$ cat src/rtl/nst_pkg.sv
package nst_pkg;

    typedef enum logic [1:0] {
        KIND_CMD   = 2'd0,
        KIND_ADDR  = 2'd1,
        KIND_WRITE = 2'd2,
        KIND_READ  = 2'd3
    } bus_kind_e;

    typedef enum logic [3:0] {
        PH_IDLE,
        PH_LEAD,
        PH_SETUP,
        PH_WLOW,
        PH_WHIGH,
        PH_RLOW,
        PH_RHIGH,
        PH_TAIL,
        PH_DONE
    } phase_e;

    // field positions inside the main timing word (software packs these)
    localparam int F_RP_LSB   = 0;
    localparam int F_RP_W     = 4;
    localparam int F_RH_LSB   = 4;
    localparam int F_RH_W     = 2;
    localparam int F_WP_LSB   = 8;
    localparam int F_WP_W     = 4;
    localparam int F_WH_LSB   = 12;
    localparam int F_WH_W     = 2;
    localparam int F_CS_LSB   = 14;
    localparam int F_CS_W     = 2;
    localparam int F_WHR_LSB  = 16;
    localparam int F_WHR_W    = 4;
    localparam int F_RR_LSB   = 20;
    localparam int F_RR_W     = 4;
    localparam int F_WB_LSB   = 24;
    localparam int F_WB_W     = 4;
    localparam int F_RESP_LSB = 28;
    localparam int F_RESP_W   = 4;
    // auxiliary word
    localparam int F_ADL_LSB  = 0;
    localparam int F_ADL_W    = 4;

    // stored value + offset = clock count
    localparam int OFS_BASE = 1;
    localparam int OFS_CS   = 2;
    localparam int OFS_RR   = 3;
    localparam int OFS_ADL  = 3;

    // longest single interval, and the longest read window measured from RE fall
    localparam int MAX_SPAN = (1 << F_RR_W) - 1 + OFS_RR;
    localparam int MAX_AGE  = 2 * MAX_SPAN;
    localparam int CNT_W    = $clog2(MAX_AGE + 1);

    // reload values are (count - 1); resp is the capture index itself
    typedef struct packed {
        logic [CNT_W-1:0] setup;
        logic [CNT_W-1:0] wlow;
        logic [CNT_W-1:0] whigh;
        logic [CNT_W-1:0] rlow;
        logic [CNT_W-1:0] rhigh;
        logic [CNT_W-1:0] resp;
        logic [CNT_W-1:0] lead;
        logic [CNT_W-1:0] tail_cmd;
        logic [CNT_W-1:0] tail_addr;
        logic [CNT_W-1:0] tail_write;
    } span_t;

endpackage

$ cat src/rtl/nst_span_decode.sv
module nst_span_decode
    import nst_pkg::*;
#(
    parameter int TW = 32
) (
    input  logic [TW-1:0] cfg_main,
    input  logic [TW-1:0] cfg_aux,
    output span_t         spans
);

    localparam logic [TW-1:0] ONE = TW'(1);

    function automatic logic [CNT_W-1:0] pick(input logic [TW-1:0] r, input int lsb,
                                             input int w, input int adj);
        logic [TW-1:0] m;
        m = (r >> lsb) & ((ONE << w) - ONE);
        return CNT_W'(m) + CNT_W'(adj);
    endfunction

    always_comb begin
        spans.setup      = pick(cfg_main, F_CS_LSB,   F_CS_W,   OFS_CS - 1);
        spans.wlow       = pick(cfg_main, F_WP_LSB,   F_WP_W,   OFS_BASE - 1);
        spans.whigh      = pick(cfg_main, F_WH_LSB,   F_WH_W,   OFS_BASE - 1);
        spans.rlow       = pick(cfg_main, F_RP_LSB,   F_RP_W,   OFS_BASE - 1);
        spans.rhigh      = pick(cfg_main, F_RH_LSB,   F_RH_W,   OFS_BASE - 1);
        spans.resp       = pick(cfg_main, F_RESP_LSB, F_RESP_W, OFS_BASE);
        spans.lead       = pick(cfg_main, F_RR_LSB,   F_RR_W,   OFS_RR - 1);
        spans.tail_cmd   = pick(cfg_main, F_WB_LSB,   F_WB_W,   OFS_BASE - 1);
        spans.tail_write = pick(cfg_main, F_WHR_LSB,  F_WHR_W,  OFS_BASE - 1);
        spans.tail_addr  = pick(cfg_aux,  F_ADL_LSB,  F_ADL_W,  OFS_ADL - 1);
    end

endmodule

$ cat src/rtl/nst_pin_map.sv
module nst_pin_map
    import nst_pkg::*;
(
    input  phase_e    phase,
    input  bus_kind_e kind,
    output logic      ce_n,
    output logic      cle,
    output logic      ale,
    output logic      we_n,
    output logic      re_n,
    output logic      ready,
    output logic      done
);

    logic selected;

    always_comb begin
        selected = (phase == PH_SETUP) || (phase == PH_WLOW) || (phase == PH_WHIGH) ||
                   (phase == PH_RLOW)  || (phase == PH_RHIGH);
        ce_n  = !selected;
        cle   = selected && (kind == KIND_CMD);
        ale   = selected && (kind == KIND_ADDR);
        we_n  = (phase != PH_WLOW);
        re_n  = (phase != PH_RLOW);
        ready = (phase == PH_IDLE);
        done  = (phase == PH_DONE);
    end

endmodule

$ cat src/rtl/nand_strobe_gen.sv
module nand_strobe_gen
    import nst_pkg::*;
#(
    parameter int TW = 32
) (
    input  logic          clk,
    input  logic          rst_n,
    input  logic          req_valid,
    input  logic [1:0]    req_kind,
    input  logic [TW-1:0] tim_main,
    input  logic [TW-1:0] tim_aux,
    output logic          req_ready,
    output logic          ce_n,
    output logic          cle,
    output logic          ale,
    output logic          we_n,
    output logic          re_n,
    output logic          cap_pulse,
    output logic          done
);

    typedef struct packed {
        phase_e           phase;
        bus_kind_e        kind;
        span_t            span;
        logic [CNT_W-1:0] cnt;
        logic [CNT_W-1:0] age;
    } ctx_t;

    ctx_t  ctx_d, ctx_q;
    span_t span_now;
    logic  in_read_strobe;

    nst_span_decode #(.TW(TW)) decode_i (
        .cfg_main (tim_main),
        .cfg_aux  (tim_aux),
        .spans    (span_now)
    );

    function automatic logic [CNT_W-1:0] tail_of(input span_t s, input bus_kind_e k);
        case (k)
            KIND_CMD:  return s.tail_cmd;
            KIND_ADDR: return s.tail_addr;
            default:   return s.tail_write;
        endcase
    endfunction

    always_comb begin
        ctx_d = ctx_q;
        unique case (ctx_q.phase)
            PH_IDLE: begin
                if (req_valid) begin
                    ctx_d.kind = bus_kind_e'(req_kind);
                    ctx_d.span = span_now;
                    ctx_d.age  = '0;
                    if (bus_kind_e'(req_kind) == KIND_READ) begin
                        ctx_d.phase = PH_LEAD;
                        ctx_d.cnt   = span_now.lead;
                    end else begin
                        ctx_d.phase = PH_SETUP;
                        ctx_d.cnt   = span_now.setup;
                    end
                end
            end
            PH_LEAD: begin
                if (ctx_q.cnt == '0) begin
                    ctx_d.phase = PH_SETUP;
                    ctx_d.cnt   = ctx_q.span.setup;
                end else begin
                    ctx_d.cnt = ctx_q.cnt - 1'b1;
                end
            end
            PH_SETUP: begin
                if (ctx_q.cnt == '0) begin
                    ctx_d.age = '0;
                    if (ctx_q.kind == KIND_READ) begin
                        ctx_d.phase = PH_RLOW;
                        ctx_d.cnt   = ctx_q.span.rlow;
                    end else begin
                        ctx_d.phase = PH_WLOW;
                        ctx_d.cnt   = ctx_q.span.wlow;
                    end
                end else begin
                    ctx_d.cnt = ctx_q.cnt - 1'b1;
                end
            end
            PH_WLOW: begin
                if (ctx_q.cnt == '0) begin
                    ctx_d.phase = PH_WHIGH;
                    ctx_d.cnt   = ctx_q.span.whigh;
                end else begin
                    ctx_d.cnt = ctx_q.cnt - 1'b1;
                end
            end
            PH_WHIGH: begin
                if (ctx_q.cnt == '0) begin
                    ctx_d.phase = PH_TAIL;
                    ctx_d.cnt   = tail_of(ctx_q.span, ctx_q.kind);
                end else begin
                    ctx_d.cnt = ctx_q.cnt - 1'b1;
                end
            end
            PH_RLOW: begin
                ctx_d.age = ctx_q.age + 1'b1;
                if (ctx_q.cnt == '0) begin
                    ctx_d.phase = PH_RHIGH;
                    ctx_d.cnt   = ctx_q.span.rhigh;
                end else begin
                    ctx_d.cnt = ctx_q.cnt - 1'b1;
                end
            end
            PH_RHIGH: begin
                ctx_d.age = ctx_q.age + 1'b1;
                if (ctx_q.cnt != '0) begin
                    ctx_d.cnt = ctx_q.cnt - 1'b1;
                end else if (ctx_q.age >= ctx_q.span.resp) begin
                    ctx_d.phase = PH_DONE;
                end
            end
            PH_TAIL: begin
                if (ctx_q.cnt == '0) begin
                    ctx_d.phase = PH_DONE;
                end else begin
                    ctx_d.cnt = ctx_q.cnt - 1'b1;
                end
            end
            PH_DONE: begin
                ctx_d.phase = PH_IDLE;
            end
            default: begin
                ctx_d.phase = PH_IDLE;
            end
        endcase
    end

    always_ff @(posedge clk or negedge rst_n) begin
        if (!rst_n) begin
            ctx_q <= '{phase: PH_IDLE, kind: KIND_CMD, span: '0, cnt: '0, age: '0};
        end else begin
            ctx_q <= ctx_d;
        end
    end

    assign in_read_strobe = (ctx_q.phase == PH_RLOW) || (ctx_q.phase == PH_RHIGH);
    assign cap_pulse      = in_read_strobe && (ctx_q.age == ctx_q.span.resp);

    nst_pin_map pins_i (
        .phase (ctx_q.phase),
        .kind  (ctx_q.kind),
        .ce_n  (ce_n),
        .cle   (cle),
        .ale   (ale),
        .we_n  (we_n),
        .re_n  (re_n),
        .ready (req_ready),
        .done  (done)
    );

endmodule

$ cat config.mk
export PLATFORM = sky130hd
export DESIGN_NAME = nand_strobe_gen
export DESIGN_NICKNAME = d
export VERILOG_FILES = /design/src/rtl/nst_pkg.sv /design/src/rtl/nst_span_decode.sv /design/src/rtl/nst_pin_map.sv /design/src/rtl/nand_strobe_gen.sv
export SDC_FILE = /design/constraint.sdc
export NUM_CORES = 1
export LEC_CHECK = 0
export BUFFER_PORTS_ARGS = -buffer_cell sky130_fd_sc_hd__buf_2
export CAP_MARGIN = 20
export CORE_MARGIN = 5
export CORE_UTILIZATION = 30
export DETAILED_ROUTE_END_ITERATION = 16
export MAX_ROUTING_LAYER = met4
export SYNTH_ARGS = -nofsm -noshare
export SYNTH_HDL_FRONTEND = slang
export SYNTH_SLANG_ARGS = --single-unit
export TNS_END_PERCENT = 1
$ cat constraint.sdc
create_clock -name clk -period 2.63 [get_ports clk]
set_input_delay 0.3945 -clock clk [delete_from_list [all_inputs] [get_ports clk]]
set_output_delay 0.3945 -clock clk [all_outputs]
set_load 0.05 [all_outputs]
==> reports/summary.md, run 1 <==
The class of the most critical hold timing path is in -> async. In the synthesized netlist the async set-or-reset flop fraction comes to 100%. Summing every instance area after synthesis gives 3030 um2. The first global-routing pass estimated 12.2 mm of wire. For the worst-skew pair, the clock arrives at the later sink with an insertion delay of 0.30 ns. The number of warning messages in the yosys log was 0; the shortest clock period the worst path allows after layout was 2.26 ns.

The overall die width works out to 111 um. The last weighted congestion value of the routability-driven placer is 0.872. OpenSTA, run right after detailed placement, puts the worst setup slack at 0.424 ns.

The number of max-slew violations in the final report was 0. Max-cap violations in this run came to 0. The largest registers in the layout are ctx_q (51). On the worst path, the slowest cell contributes a delay of 0.54 ns. Among all flip-flop cells after synthesis, the most frequent one is sky130_fd_sc_hd__dfrtp_1. The initial antenna violation count was 0; the area growth from synthesis to layout was 16.9%. The floorplan has 36 rows.

Hold timing on the final database bottoms out at a slack of 0.190 ns. On the critical path the largest part of the delay comes from simple AND/OR/NAND/NOR gates. The setup path with the least slack is of type reg -> reg.

After global routing the overflow that remains totals 0. In the final routed layout, each cell accounts on average for 15.1 um. Cells fill 36.1% of the core in the end. CTS built an H-tree with a depth of 2.

The run gives 0 as the setup violation total in the final timing report. Register with the most flip-flops: ctx_q. The first-pass iteration count of the detailed router is 4.

The number of hold violations in the final report is 0. Power density of the placed cells: 1120 nW/um2. The run finished with clean final reports.

The logs give 3540 um2 for the finished layout cell area and 30.9% for the effective utilization at floorplan. The tools report the number of distinct library cells after synthesis as 59. The worst pin sits at a relative slew slack of 56.7%.

Setup slack on the critical path of the routed design comes to 0.367 ns. The combined buffer and inverter count along the critical path came out at 1. The run gives 299 as the number of standard cells after synthesis. The signal on the critical path passes through inv_1 > ha_1 > or4b_4 > nor2_8 > o221ai_1 > a221oi_1 > o31ai_1. The tools report the via count of the first global-routing pass as 2445.

The number of instances in the placed design is 472, and the required time of the critical path is 2.80 ns. The post-layout instance count excluding filler cells was 479; the total power of the final layout was 3.96 mW. The floorplan step set the die height to 111 um.

After clock tree synthesis, the repair step resized 0 gates. The highest achievable clock rate was 442 MHz; the maximum clock path buffer count was 2. The largest clock skew in the final design is 0.00772 ns. For this design, the slowest cell found on the critical path is sky130_fd_sc_hd__or4b_4.

The clock tree root driver cell was sky130_fd_sc_hd__clkbuf_8. The type of element capturing the critical path was a flop. In the final layout, the share of cells above drive strength 1 is 30.3%. The run gives 379 as the number of nets in the synthesized netlist. The number of buffers created by CTS is 5, and the pin count of the biggest net entering global routing is 52. The setup TNS after final layout came out at 0 ns. TritonCTS built the clock tree. The synthesized design contains 51 register bits.

The number of flip-flops under the largest register name was 51; the final antenna diode count was 0. The tools report the post-CTS setup buffer count as 0. After detailed routing, the number of vias per cell comes to 5.10.

Sequential fraction of the synthesis area: 42.1%. The net count of the finished layout is 426. The HPWL after detailed placement is 5.43 mm. The number of synthesized flops with an enable pin works out to 0.

The data arrival time of the critical path is 2.44 ns, and the sum of routed wire length over all layers is 7.25 mm. Across every metal layer, demand over resource in global routing totals 12.2%. The number of ports placed on the die boundary was 77. The area of the core region was 9820 um2. The worst path uses 86.1% of the clock period.

The placed standard-cell area was 3440 um2; the count of clock tree sinks was 51. The measured slew at the worst slew-check pin is 0.649 ns, and the cell leakage power is 1.58 nW. Buffers placed on the I/O ports in this run total 46. Hold repair after CTS inserted 0 buffers. Setup repair after global routing left no endpoint under its margin. Type of origin of the critical path: a flop.

For the peak supply drop, the log shows 0.397 mV. The count of routing violations after the opening detailed-route iteration was 162; the top fanout value on the critical path was 8. The tools report the number of nets with antenna violations after detailed routing as 0. The detailed router placed 2441 vias in this run. The area enclosed by the die boundary is 12200 um2, and the average size of a mapped cell is 10.1 um2. The clock-pin slew reported for the worst setup and hold paths after clock tree synthesis works out to 0.09 ns. For the number of remaining DRC errors, the log shows 0.
-- cell usage in the layout, fill, tap and decap left out, drive strengths merged, types with 3 or more instances in the layout --
master,netlist,layout
and3,3,3
a211oi,4,4
xnor2,3,3
buf,6,56
inv,10,10
a21oi,16,16
ha,11,11
o21ai,21,21
mux2i,10,10
nor2b,4,4
dfrtp,51,51
mux2,28,28
clkbuf,10,6
nand2,30,30
a31oi,4,4
o31ai,5,5
nor3,4,4
nor2,15,15
nand2b,4,4
nand3,13,13
nor3b,4,4
-- path summary, 6_finish.rpt --
path                                   start   endpoint  slack [ns]  cells after the start
max in group asynchronous              rst_n  ctx_q[67]        1.99                      2
worst min-delay path                   rst_n   ctx_q[0]        0.19                      2
worst max register to register      ctx_q[6]   ctx_q[8]        0.37                      7
min in group clk                tim_main[28]  ctx_q[36]        0.31                      2
worst max-delay path                ctx_q[6]   ctx_q[8]        0.37                      7
worst min register to register     ctx_q[66]  ctx_q[66]        0.49                      2
-- synth_stat cells, drive strengths merged, types with 3 or more instances --
library cell / count / area share, %
dfrtp: 51 / 42
buf: 6 / 0.95
inv: 10 / 1.2
ha: 11 / 4.5
and3: 3 / 0.62
a211oi: 4 / 0.99
nand2b: 4 / 0.83
nand2: 30 / 3.7
nor2b: 4 / 0.83
a31oi: 4 / 0.83
mux2: 28 / 10
a21oi: 16 / 2.6
mux2i: 10 / 3.3
nor3: 4 / 0.83
o31ai: 5 / 1.2
nor2: 15 / 2.4
nor3b: 4 / 0.99
nand3: 13 / 2.1
xnor2: 3 / 0.87
clkbuf: 10 / 1.2
o21ai: 21 / 3.6
-- kinds of logic after synthesis --
group	synth area share [%]
simple gates	16.5
compound gates	18.5
flops	42.1
mux	13.7
buf+inv	3.43
fa+ha+maj	4.54
xor+xnor	1.16
-- metal layers --
layer | share of wire [%] | GRT usage (%) | wire (um)
met3 | 4.3 | 2.08 | 309
met1 | 46 | 15.4 | 3340
met2 | 48 | 20.1 | 3440
met4 | 2.2 | 3.69 | 158
met5 | 0 | - | 0
-- cell type report --
class                           instances  area (um2)
Clock inverter                          1        30.0
Tap cell                              133         166
Inverter                               10        37.5
Sequential cell                        51        1280
Fill cell                            1070        6270
Timing Repair Buffer                   56         305
Multi-Input combinational cell        222        1660
Clock buffer                            6        72.6
-- report_power, final --
| part | switching (mW) | internal [mW] | leakage [nW] |
|---|---|---|---|
| logic | 1.06 | 0.876 | 0.912 |
| clock network | 0.255 | 0.279 | 0.0513 |
| registers | 0.338 | 1.15 | 0.616 |
| total | 1.65 | 2.31 | 1.58 |
Power figures use the tool's default switching activity.
==> inputs of run 2 (changes only) <==
--- a/config.mk
+++ b/config.mk
@@ -10,7 +10,6 @@
 export CORE_MARGIN = 5
 export CORE_UTILIZATION = 30
 export DETAILED_ROUTE_END_ITERATION = 16
-export MAX_ROUTING_LAYER = met4
 export SYNTH_ARGS = -nofsm -noshare
 export SYNTH_HDL_FRONTEND = slang
 export SYNTH_SLANG_ARGS = --single-unit
==> reports/summary.md, run 2 (synthesized netlist as in run 1, its figures left out) <==
The run finished with clean final reports. The run gives 0.359 ns (-0.00747 ns) as the final critical-path setup slack. The logs give 0 (unchanged) for the setup violation total in the final timing report and 12200 um2 (unchanged) for the area enclosed by the die boundary.

For the number of remaining DRC errors, the log shows 0 (unchanged). The tools report the final cell utilization of the core as 36.1% (unchanged). The tools report the row count as 36 (unchanged). The library cell used most frequently in the layout, excluding fill and tap cells, is sky130_fd_sc_hd__dfrtp_1. The logs give 4 (unchanged) for the first-pass iteration count of the detailed router and 0.396 mV (-0.23%) for the peak supply drop.

Class of the most critical hold timing path: in -> async. For the global-route met3 utilization, the log shows 2.41% (+0.33 points). The vertical die dimension is 111 um (unchanged).

The effective utilization at floorplan is 30.9% (unchanged), and the post-CTS setup buffer count is 0 (unchanged). The final antenna diode count was 0 (unchanged); the number of max-slew violations in the final report was 0 (unchanged). The largest clock skew in the final design came out at 0.00827 ns (+0.000549 ns). The run gives 2.80 ns (about the same) as the required time of the critical path. The area occupied by multi-input gates was 1660 um2 (unchanged).

Register with the most flip-flops: ctx_q. The run gives 3.97 mW (+0.12%) as the total power of the final layout. The logs give 440 MHz (-0.33%) for the highest achievable clock rate and 12.2 mm (about the same) for the wire length of the first global-routing pass. The total of buffers placed on input and output ports was 46 (unchanged); the area growth from synthesis to layout was 16.9% (unchanged). The logs give 2443 (+0.082%) for the via count of the routed design and 0.858 (-1.6%) for the last weighted congestion value of the routability-driven placer. In the layout the commonest cells are sky130_fd_sc_hd__dfrtp_1, sky130_fd_sc_hd__buf_2, sky130_fd_sc_hd__nand2_1, sky130_fd_sc_hd__mux2_2, sky130_fd_sc_hd__o21ai_0.

Remaining max-slew budget at the tightest pin: 56.8% (+0.092 points). The largest registers in the layout are ctx_q (51). The aggregate global-route resource usage is 11.9% (-0.35 points). The most congested layer reported by global routing was met2.

The number of nets in the layout was 426 (unchanged); the sum of routed wire length over all layers was 7.26 mm (+0.21%). The average via count per standard cell was 5.10 (about the same); the fraction of layout instances using a drive strength above 1 was 30.3% (unchanged). For the number of nets with antenna violations after detailed routing, the log shows 0 (unchanged). The run gives 52 (unchanged) as the pin count of the biggest net entering global routing. The top fanout value on the critical path came out at 8 (unchanged).

STA classifies the critical path startpoint as a flop. The final routed wire length divided by cell count was 15.2 um (+0.21%). The post-layout instance count excluding filler cells was 479 (unchanged); the shortest clock period the worst path allows after layout was 2.27 ns (+0.00747 ns). Number of flip-flops under the largest register name: 51 (unchanged). The count of hold buffers inserted by post-cts repair was 0 (unchanged); the met1 layer usage reported by global route was 15.3% (-0.17 points). TritonCTS built the clock tree. Setup repair after global routing left no endpoint under its margin.

The final hold slack was 0.188 ns (-0.00170 ns). The power density of the placed cells is 1120 nW/um2 (+0.12%), and the number of maximum-capacitance constraint violations is 0 (unchanged). STA classifies the critical path endpoint as a flop.

The overall die width was 111 um (unchanged). The setup TNS after final layout was 0 ns (unchanged). The kind of critical path was reg -> reg. The logs give 0.424 ns (unchanged) for the worst slack at placement and 20.0% (-0.081 points) for the met2 routing resource usage after global routing. The data arrival time of the critical path is 2.44 ns (about the same), and the number of buffers created by CTS is 5 (unchanged). The maximum clock path buffer count is 2 (unchanged), and the via count of the first global-routing pass is 2447 (+0.082%). The finished layout cell area was 3540 um2 (unchanged). The part of the cycle the worst path needs is 86.3% (+0.28 points). The count of routing violations after the opening detailed-route iteration was 169 (+4.3%). The logs give 472 (unchanged) for the number of instances in the placed design and 0 (unchanged) for the initial antenna violation count. The final-layout fill cell count is 1070 (unchanged). The cell sitting at the root of the clock tree is a sky130_fd_sc_hd__clkbuf_8. The clock latency on the worst-skew pair was 0.30 ns (about the same). The number of ports placed on the die boundary is 77 (unchanged), and the measured slew at the worst slew-check pin is 0.647 ns (-0.00138 ns). The placed standard-cell area is 3440 um2 (unchanged). Area of the core region: 9820 um2 (unchanged).

Global route total overflow: 0 (unchanged). The HPWL after detailed placement came out at 5.43 mm (unchanged). The tools report the cell leakage power as 1.58 nW (unchanged).

The number of hold violations in the final report came out at 0 (unchanged). The logs give 51 (unchanged) for the count of clock tree sinks and 2 (unchanged) for the number of H-tree levels. Register area: 1280 um2 (unchanged). The number of resized instances in the post-cts repair step came out at 0 (unchanged). The clock-pin slew reported for the worst setup and hold paths after clock tree synthesis was 0.10 ns (about the same).
-- run 2: cell counts in the layout (fill, tap and decap cells not counted) --
Identical to the previous run, type by type.
-- run 2: cell type report --
cell class                 instances  share of cell area (%)
clock buffer                       6                    2.05
tap                              133                    4.69
timing repair buffer              56                    8.61
inverter                          10                    1.06
sequential                        51                    36.0
multi-input combinational        222                    46.7
clock inverter                     1                   0.847
-- run 2: critical path: stages, from the launching register on --
cell	delay, ns
sky130_fd_sc_hd__dfrtp_1	0.42
sky130_fd_sc_hd__inv_1	0.09
sky130_fd_sc_hd__ha_1	0.21
sky130_fd_sc_hd__or4b_4	0.54
sky130_fd_sc_hd__nor2_8	0.20
sky130_fd_sc_hd__o221ai_1	0.14
sky130_fd_sc_hd__a221oi_1	0.41
sky130_fd_sc_hd__o31ai_1	0.14
-- run 2: final timing paths --
check / from / endpoint / slack, ns / depth (start not counted)
worst max-delay path: ctx_q[6] / ctx_q[8] / 0.36 / 7
worst min-delay path: rst_n / ctx_q[0] / 0.19 / 2
worst max register to register: ctx_q[6] / ctx_q[8] / 0.36 / 7
worst min register to register: ctx_q[40] / ctx_q[40] / 0.49 / 2
max in group asynchronous: rst_n / ctx_q[67] / 2.00 / 2
min in group clk: tim_main[28] / ctx_q[36] / 0.31 / 2
-- run 2: routing by layer --
metal	vias to the layer above	share of wire [%]	wire, um
met5	-	0	0
met4	0	1.4	105
met3	10	4.6	331
met2	68	48	3500
met1	1170	46	3330
li1	1195	-	-
-- run 2: where the power goes --
group / total [mW] / leakage (nW) / internal [mW] / switching (mW)
registers: 1.49 / 0.616 / 1.15 / 0.337
logic: 1.94 / 0.912 / 0.876 / 1.06
clock network: 0.536 / 0.0513 / 0.279 / 0.257
total: 3.97 / 1.58 / 2.31 / 1.66
